**src/rtl/reload_pwm_pkg.sv**
```systemverilog
package reload_pwm_pkg;

  // Strobes from the request controller to the counting datapath.
  typedef struct packed {
    logic applyCfg;  // copy pending values into the counter and restart
    logic runEn;     // counter advances while set
  } pwmCtl_t;

endpackage

```
**src/rtl/pwm_req_ctrl.sv**
```systemverilog
module pwm_req_ctrl
  import reload_pwm_pkg::*;
#(
  parameter int unsigned CW         = 32,
  parameter int unsigned MIN_PERIOD = 2
) (
  input  logic          clk,
  input  logic          rst,
  input  logic          startReq,
  input  logic          stopReq,
  input  logic          cfgWrite,
  input  logic [CW-1:0] periodReq,
  input  logic [CW-1:0] dutyReq,
  output pwmCtl_t       ctl,
  output logic [CW-1:0] pendLoad,
  output logic [CW-1:0] pendMatch,
  output logic          cfgError
);

  localparam logic [CW-1:0] ALL_ONES  = '1;
  localparam logic [CW-1:0] ONE       = CW'(1);
  localparam logic [CW-1:0] MIN_PER_V = CW'(MIN_PERIOD);

  logic          runQ;
  logic          periodOk;
  logic [CW-1:0] dutyClamped;
  logic [CW-1:0] newLoad;
  logic [CW-1:0] newMatch;

  // Legalise the request: period floor, duty clamped into [1, period-1].
  always_comb begin
    periodOk = (periodReq >= MIN_PER_V);
    if (dutyReq == '0)
      dutyClamped = ONE;
    else if (dutyReq >= periodReq)
      dutyClamped = periodReq - ONE;
    else
      dutyClamped = dutyReq;
    newLoad  = (ALL_ONES - periodReq) + ONE;
    newMatch = newLoad + dutyClamped - ONE;
  end

  always_ff @(posedge clk) begin
    if (rst) begin
      runQ      <= 1'b0;
      pendLoad  <= ALL_ONES - ONE;
      pendMatch <= ALL_ONES - ONE;
      cfgError  <= 1'b0;
    end else begin
      if (cfgWrite) begin
        if (periodOk) begin
          pendLoad  <= newLoad;
          pendMatch <= newMatch;
          cfgError  <= 1'b0;
        end else begin
          cfgError  <= 1'b1;
        end
      end
      if (stopReq)
        runQ <= 1'b0;
      else if (startReq)
        runQ <= 1'b1;
    end
  end

  always_comb begin
    ctl.applyCfg = startReq & ~stopReq & ~runQ;
    ctl.runEn    = runQ;
  end

endmodule

```
**src/rtl/pwm_count_path.sv**
```systemverilog
module pwm_count_path
  import reload_pwm_pkg::*;
#(
  parameter int unsigned CW = 32
) (
  input  logic          clk,
  input  logic          rst,
  input  pwmCtl_t       ctl,
  input  logic [CW-1:0] pendLoad,
  input  logic [CW-1:0] pendMatch,
  output logic [CW-1:0] countVal,
  output logic [CW-1:0] loadVal,
  output logic [CW-1:0] matchVal,
  output logic          pwmOut
);

  localparam logic [CW-1:0] ALL_ONES = '1;
  localparam logic [CW-1:0] ONE      = CW'(1);

  logic [CW-1:0] countQ;
  logic [CW-1:0] loadQ;
  logic [CW-1:0] matchQ;
  logic          atTop;

  assign atTop = (countQ == ALL_ONES);

  always_ff @(posedge clk) begin
    if (rst) begin
      countQ <= '0;
      loadQ  <= ALL_ONES - ONE;
      matchQ <= ALL_ONES - ONE;
    end else if (ctl.applyCfg) begin
      loadQ  <= pendLoad;
      matchQ <= pendMatch;
      countQ <= pendLoad;
    end else if (ctl.runEn) begin
      countQ <= atTop ? loadQ : countQ + ONE;
    end
  end

  assign pwmOut   = ctl.runEn & (countQ <= matchQ);
  assign countVal = countQ;
  assign loadVal  = loadQ;
  assign matchVal = matchQ;

endmodule

```
**src/rtl/reload_pwm_timer.sv**
```systemverilog
module reload_pwm_timer
  import reload_pwm_pkg::*;
#(
  parameter int unsigned CW = 32
) (
  input  logic          clk,
  input  logic          rst,
  input  logic          startReq,
  input  logic          stopReq,
  input  logic          cfgWrite,
  input  logic [CW-1:0] periodCycles,
  input  logic [CW-1:0] dutyCycles,
  output logic          cfgError,
  output logic          pwmOut
);

  pwmCtl_t       ctlBus;
  logic [CW-1:0] pendLoad;
  logic [CW-1:0] pendMatch;
  logic [CW-1:0] countVal;
  logic [CW-1:0] loadVal;
  logic [CW-1:0] matchVal;
  logic          running;

  assign running = ctlBus.runEn;

  pwm_req_ctrl #(.CW(CW)) u_ctrl (
    .clk       (clk),
    .rst       (rst),
    .startReq  (startReq),
    .stopReq   (stopReq),
    .cfgWrite  (cfgWrite),
    .periodReq (periodCycles),
    .dutyReq   (dutyCycles),
    .ctl       (ctlBus),
    .pendLoad  (pendLoad),
    .pendMatch (pendMatch),
    .cfgError  (cfgError)
  );

  pwm_count_path #(.CW(CW)) u_path (
    .clk       (clk),
    .rst       (rst),
    .ctl       (ctlBus),
    .pendLoad  (pendLoad),
    .pendMatch (pendMatch),
    .countVal  (countVal),
    .loadVal   (loadVal),
    .matchVal  (matchVal),
    .pwmOut    (pwmOut)
  );

endmodule

```
**config.mk**
```make
export PLATFORM = sky130hd
export DESIGN_NAME = reload_pwm_timer
export DESIGN_NICKNAME = d
export VERILOG_FILES = /design/src/rtl/reload_pwm_pkg.sv /design/src/rtl/pwm_req_ctrl.sv /design/src/rtl/pwm_count_path.sv /design/src/rtl/reload_pwm_timer.sv
export SDC_FILE = /design/constraint.sdc
export NUM_CORES = 1
export LEC_CHECK = 0
export ABC_AREA = 1
export BUFFER_PORTS_ARGS = -buffer_cell sky130_fd_sc_hd__buf_2
export CELL_PAD_IN_SITES_DETAIL_PLACEMENT = 1
export CELL_PAD_IN_SITES_GLOBAL_PLACEMENT = 1
export CORE_MARGIN = 4
export CORE_UTILIZATION = 42
export CTS_BUF_LIST = sky130_fd_sc_hd__clkbuf_8
export CTS_CLUSTER_DIAMETER = 150
export DETAILED_ROUTE_END_ITERATION = 12
export GPL_ROUTABILITY_DRIVEN = 0
export PLACE_DENSITY_LB_ADDON = 0.1
export SLEW_MARGIN = 15
export SYNTH_ARGS = -nofsm -noshare
export SYNTH_HDL_FRONTEND = slang
export SYNTH_SLANG_ARGS = --single-unit
```
**constraint.sdc**
```tcl
create_clock -name clk -period 3.6 [get_ports clk]
set_input_delay 0.36 -clock clk [delete_from_list [all_inputs] [get_ports clk]]
set_output_delay 0.36 -clock clk [all_outputs]
set_load 0.02 [all_outputs]
```
== After elaboration in Yosys (flattened, before gate mapping) ==
Cells that the tools add are included.

* Multiplexer cells: 6
* Equal/unequal tests: 1
* Order comparisons: 3
* Bitwise operators: 5
* Add/sub/neg operators: 6
* Reduce and logical (&&, ||, !) cells: 4

{| class="wikitable"
|+ Operators by type and width
! cell !! count
|-
| $mux 32 || 5
|-
| $add 32x1->32 const B || 2
|-
| $sub 32x1->32 const B || 2
|-
| $add 32x32->32 || 1
|-
| $eq 32x32->1 const B || 1
|-
| $ge 32x2->1 const B || 1
|-
| $ge 32x32->1 || 1
|-
| $le 32x32->1 || 1
|-
| $logic_not 32->1 || 1
|-
| $sub 32x32->32 const A || 1
|-
| $and 1x1->1 || 3
|-
| $not 1->1 || 2
|-
| $reduce_and 2->1 || 1
|-
| $reduce_bool 2->1 || 1
|-
| $reduce_or 2->1 || 1
|-
| $mux 1 || 1
|}

* Register bits after elaboration: 162
* Output and inout bits: 2
* Input port bits: 69
* Word-level logic and storage cells: 32

== Longest topological paths before layout ==
* Word-level depth: 5
* Mapped depth: 31
* Gate-level depth less buffers: 31

== Modules after synthesis ==
A second synthesis with hierarchy kept.

* Cell total of the unflattened synthesis: 1862
* Area total of the unflattened synthesis: 12507.0 um^2

{| class="wikitable"
|+ Modules (own cells, without submodules)
! module !! area an instance (um^2) !! times used !! cells each !! sequential area each (um^2)
|-
| pwm_req_ctrl || 6876.6 || 1 || 1047 || 1321.3
|-
| pwm_count_path || 5630.4 || 1 || 815 || 1921.8
|}

== Least setup slack after synthesis ==
OpenSTA, ideal clock, no wires.

* Path type: input to register
* From: in periodCycles[15]
* To: reg u_ctrl.pendMatch[31]
* Library setup time: 0.115 ns
* Cell stages on the path: 26
* Data required time: 3.485 ns
* Buffers on the path: 1
* Path slack: -0.307 ns
* Arrival time: 3.792 ns
* Cell sequence: inv_1 -> ha_1 -> nand2_1 -> nor2_1 -> nand3_1 -> nor2_1 -> nor2_1 -> nand2_1 -> nand2_1 -> nand2_1 -> clkbuf_1 -> a21oi_1 -> o21ai_0 -> ha_1 -> inv_1 -> ha_1 -> inv_1 -> fa_1 -> o21ai_0 -> a21oi_1 -> o21ai_0 -> nand2_1 -> o211ai_1 -> nand3_1 -> nand3_1 -> nand2_1

* Word-level cells in the longest chain between the ends: 5
* Elaborated cells between the ends (all ways): 10
* Those cells by class: add/sub: 5; order compare: 2; mux: 2; reduce/logical: 1

{| class="wikitable"
|+ RTL lines
! element !! RTL line !! RTL
|-
| from (decl) || reload_pwm_timer.sv:11 || <nowiki>input logic [CW-1:0] periodCycles,</nowiki>
|-
| branches (longest 5 deep; another with $sub 32x32->32) || -- ||
|-
| to (signal assigned) || pwm_req_ctrl.sv:47 || <nowiki>pendMatch <= ALL_ONES - ONE;</nowiki>
|-
| to (signal assigned) || pwm_req_ctrl.sv:53 || <nowiki>pendMatch <= newMatch;</nowiki>
|-
| to (decl) || pwm_req_ctrl.sv:16 || <nowiki>output logic [CW-1:0] pendMatch,</nowiki>
|}

Parallel ways; which one is timed is not known.
A chain may end at the register's enable or synchronous reset.

== Worst setup path in the final report ==
* From: in periodCycles[14]
* To: reg u_ctrl.pendMatch[19]

Same word-level chain as after synthesis.

==> metrics.md <==
| Metric | Value |
|---|---|
| Die height | approximately 180 um |
| Filler cell count in the final layout | approximately 3600 |
| Area growth from synthesis to final layout | 36.7% |
| Proportion of layout cells with a drive suffix above 1 | around 30% |
| Violations in the final reports | setup timing |
| Cell count after synthesis | around 1800 |
| Synth Area in Simple Gates | around a quarter |
| DP Wirelength | between 30000 and 40000 um |
| Result of the run | finished, violations left |
| Slowest stage cell on the critical path | ha_1 |
| Worst Path Class, Setup | input pin to flip-flop |
| Final worst-path cycle share | 107% |
| Seq/Total Area, Yosys | between 20% and 30% |
| Count of state elements after synthesis | about 160 |
| Number of max-cap violations | 0 |
| Unrepaired setup endpoints after global routing | yes |
| Leading register cell type out of synthesis | dfxtp_1 |
| Peak VDD IR | 0.000228 V |
| Inserted Clock Buffers | 17 |
| XOR/XNOR share of the synthesized area | 4.15% |
| Core region area | ~0.028 mm^2 |
| Number of failing setup endpoints in the final timing report | 20 |
| Pin count of the biggest net entering global routing | about 100 |
| Via count of the routed design | roughly 14000 |
| Number of warning messages in the yosys log | 0 |
| Number of H-tree branching levels | 4 |
| Max-slew violation total from the final report | 0 |
| Critical-path maximum fanout | 5 |
| Data arrival time at the worst-slack endpoint | ~4.2 ns |
| TritonCTS clock tree | yes |
| Net count of the mapped netlist | just under 2000 |
| Number of placement rows | 61 |
| Final setup slack of the worst path | -0.267 ns |
| CTS Buffer Depth | 2 |
| Latest clock arrival within the worst-skew pair | roughly 0.49 ns |
| Net Switching | roughly 2.7 mW |
| Combinational group share of total power | 48.0% |
| WL final | about 54000 um |
| CP Launch Type | input pin |
| Share of async-settable or async-resettable flops after synthesis | 0% |
| Peak Freq | 0.259 GHz |
| Post-layout util | 58.4% |
| Wire length of the first global-routing pass | between 70000 and 80000 um |
| Post-synth EDFFs | 0 |
| Port bufs | 70 |
| Largest family of logic cells by synthesized area | simple AND/OR/NAND/NOR gates |
| First-pass iteration count of the detailed router | 5 |
| Mux contribution to synthesized area | less than 1% |
| Mapped Area | approximately 0.012 mm^2 |
| Total congestion overflow after global routing | 0 |
| Total global routing track utilization | just under 30% |
| Class of the worst hold path | input pin to flip-flop |
| Number of failing hold endpoints at the final stage | 0 |
| Fin crit period | between 3 and 4 ns |
| Antenna violations before repair | 0 |
| Compound-cell area share of the yosys netlist | between 10% and 20% |
| Number of different library cells in the post-synthesis netlist | just over 50 |
| Total number of nets in the final design | 2307 |
| P_int | between 3 and 4 mW |
| Clock Pin Slew Worst Setup and Hold Paths | 0.10 ns |
| Relative slew margins | between 40% and 50% |
| Data required time at the worst endpoint | between 3 and 4 ns |
| Worst stage delay on the critical path | 0.30 ns |
| Post-detailed-route count of antenna-violating nets | 0 |
| Switch share | approximately two fifths |
| Width of the chip | between 150 and 200 um |
| Top Ports | ~70 |
| Residual DRC count | 0 |
| Root buffer selected by CTS | clkbuf_8 |
| Area occupied by multi-input gates | roughly 0.0085 mm^2 |
| Adder-cell share of the synthesized area | 13.6% |
| Register Area | about 0.0032 mm^2 |
| Vias in the first global route | 14380 |
| Clock Skews | roughly 0.022 ns |
| Final hold slack | approximately 0.066 ns |
| Count of routing violations after the opening detailed-route iteration | 1000 |
| Per-cell routed wire length | around 21 um |
| Power per standard cell area | about 410 mW/mm^2 |
| Transition time of the tightest slew-check pin | between 0.8 and 0.9 ns |
| Share of power burned in registers | around a third |
| Leakage | roughly 7.8 nW |
| Clk pwr share | ~21% |
| Average via count per standard cell | ~5.7 |
| Post-Synthesis Mean Instance Area | approximately 6.7 um^2 |
| Effective utilization at floorplan | a little over two fifths |
| Total Die Area | between 0.03 and 0.04 mm^2 |
| Antenna diode count | 0 |
| Crit path capture type | flip-flop |
| Clock Sink Count | approximately 160 |
## power by group through the flow
stage | Clock, mW | Combinational (mW) | Sequential [mW]
5_1_grt | 1.46 | 3.45 | 2.13
4_1_cts | 1.39 | 2.60 | 2.10
3_3_place_gp | 0 | 2.33 | 2.13
2_1_floorplan | 0 | 1.30 | 2.09
6_report | 1.38 | 3.21 | 2.11
3_5_place_dp | 0 | 2.43 | 2.14
## cell usage in the layout (no fill, tap or decap), types with 11 or more instances in the layout
cell type and instances:
a21oi_1 130, a21oi_2 25, a21oi_4 11, a31oi_1 15, buf_2 66, buf_4 288
clkbuf_8 17, dfxtp_1 162, ha_1 88, ha_4 36, inv_1 231, inv_2 33
nand2_1 287, nand2_2 35, nand3_1 88, nand3_2 13, nand4_1 31, nor2_1 184
nor2_2 30, nor3_1 16, o211ai_1 36, o21ai_0 94, o21ai_1 17, xnor2_1 14
xor2_1 39
## cells in the mapped netlist (all sizes together) (3+ instances only)
master	instances	share of area, %
o211ai	36	2.3
dfxtp	162	27
nand3	101	4.4
clkbuf	40	1.3
nor2	225	7.6
buf	16	0.89
o21a	9	0.57
xor2	40	2.9
inv	270	8.5
a21o	4	0.25
a22oi	7	0.44
nor3	21	0.97
or2	9	0.47
nand4	31	1.6
a41oi	3	0.22
nand2	325	10
ha	128	13
o21bai	6	0.38
xnor2	14	1.0
nor4	9	0.60
o21ai	120	5.0
a21oi	166	7.0
a31oi	17	0.89
a211o	3	0.22
## final timing paths
path,start,end,slack [ns],depth (start not counted)
max,periodCycles[14],u_ctrl.pendMatch[19],-0.27,29
min,stopReq,u_ctrl.runQ,0.07,2
max reg2reg,u_path.countVal[0],u_path.countVal[18],0.90,13
min reg2reg,u_path.loadVal[9],u_path.loadVal[9],0.47,2
## flip-flops by register name, indices dropped and copies added (netlist names)
name,cells
u_ctrl.pendLoad,32
u_path.loadVal,32
u_ctrl.cfgError,1
u_path.matchVal,32
u_ctrl.runQ,1
u_path.countVal,32
u_ctrl.pendMatch,32
## what timing repair did
action,in CTS,in global routing
gates resized for setup,62,194
endpoints found under the hold margin,0,0
pin swaps,11,77
setup endpoints to repair,19,22
setup buffers,1,13
cloned,1,0
hold buffers,0,0
## through the flow
step | power (mW) | setup TNS (ns) | cells | setup slack [ns] | area, um^2
6_report | 6.70 | -2.06 | 2500 | -0.267 | 16300
5_1_grt | 7.03 | -5.84 | 2500 | -0.393 | 16300
4_1_cts | 6.08 | 0 | 2487 | 0.000517 | 15400
3_5_place_dp | 4.57 | -16.01 | 2453 | -0.832 | 14700
3_3_place_gp | 4.46 | -11.06 | 2453 | -0.698 | 14700
2_1_floorplan | 3.40 | 0 | 1780 | 0.0140 | 11900
## per-layer routing
layer / part of all wire [%] / track usage [%] / vias to the layer above
li1: - / - / 6538
met1: 40 / 35.2 / 6881
met2: 49 / 54.2 / 544
met3: 4.2 / 3.21 / 238
met4: 6.7 / 13.4 / 0
met5: 0 / 0 / -
## worst max-delay path, delay by kind of cell
family | cells | cell delay (ns)
AOI/OAI and AO/OA | 9 | 1.36
adders and majority gates | 3 | 0.80
buffers and inverters | 7 | 0.80
and+or+nand+nor | 10 | 0.88
## final cells by class
| cell class | count | share of cell area, % |
|---|---|---|
| tap | 378 | 2.90 |
| sequential | 162 | 19.9 |
| multi-input combinational | 1291 | 51.9 |
| inverter | 271 | 6.38 |
| timing repair buffer | 366 | 16.5 |
| clock inverter | 15 | 1.01 |
| clock buffer | 17 | 1.44 |
## cell families after synthesis
group,Yosys count
fa+ha+maj,129
mux,1
xor+xnor,55
simple gates,724
buf+inv,327
compound gates,382
flops,162
Note: power is estimated with default switching activity, not from simulation.
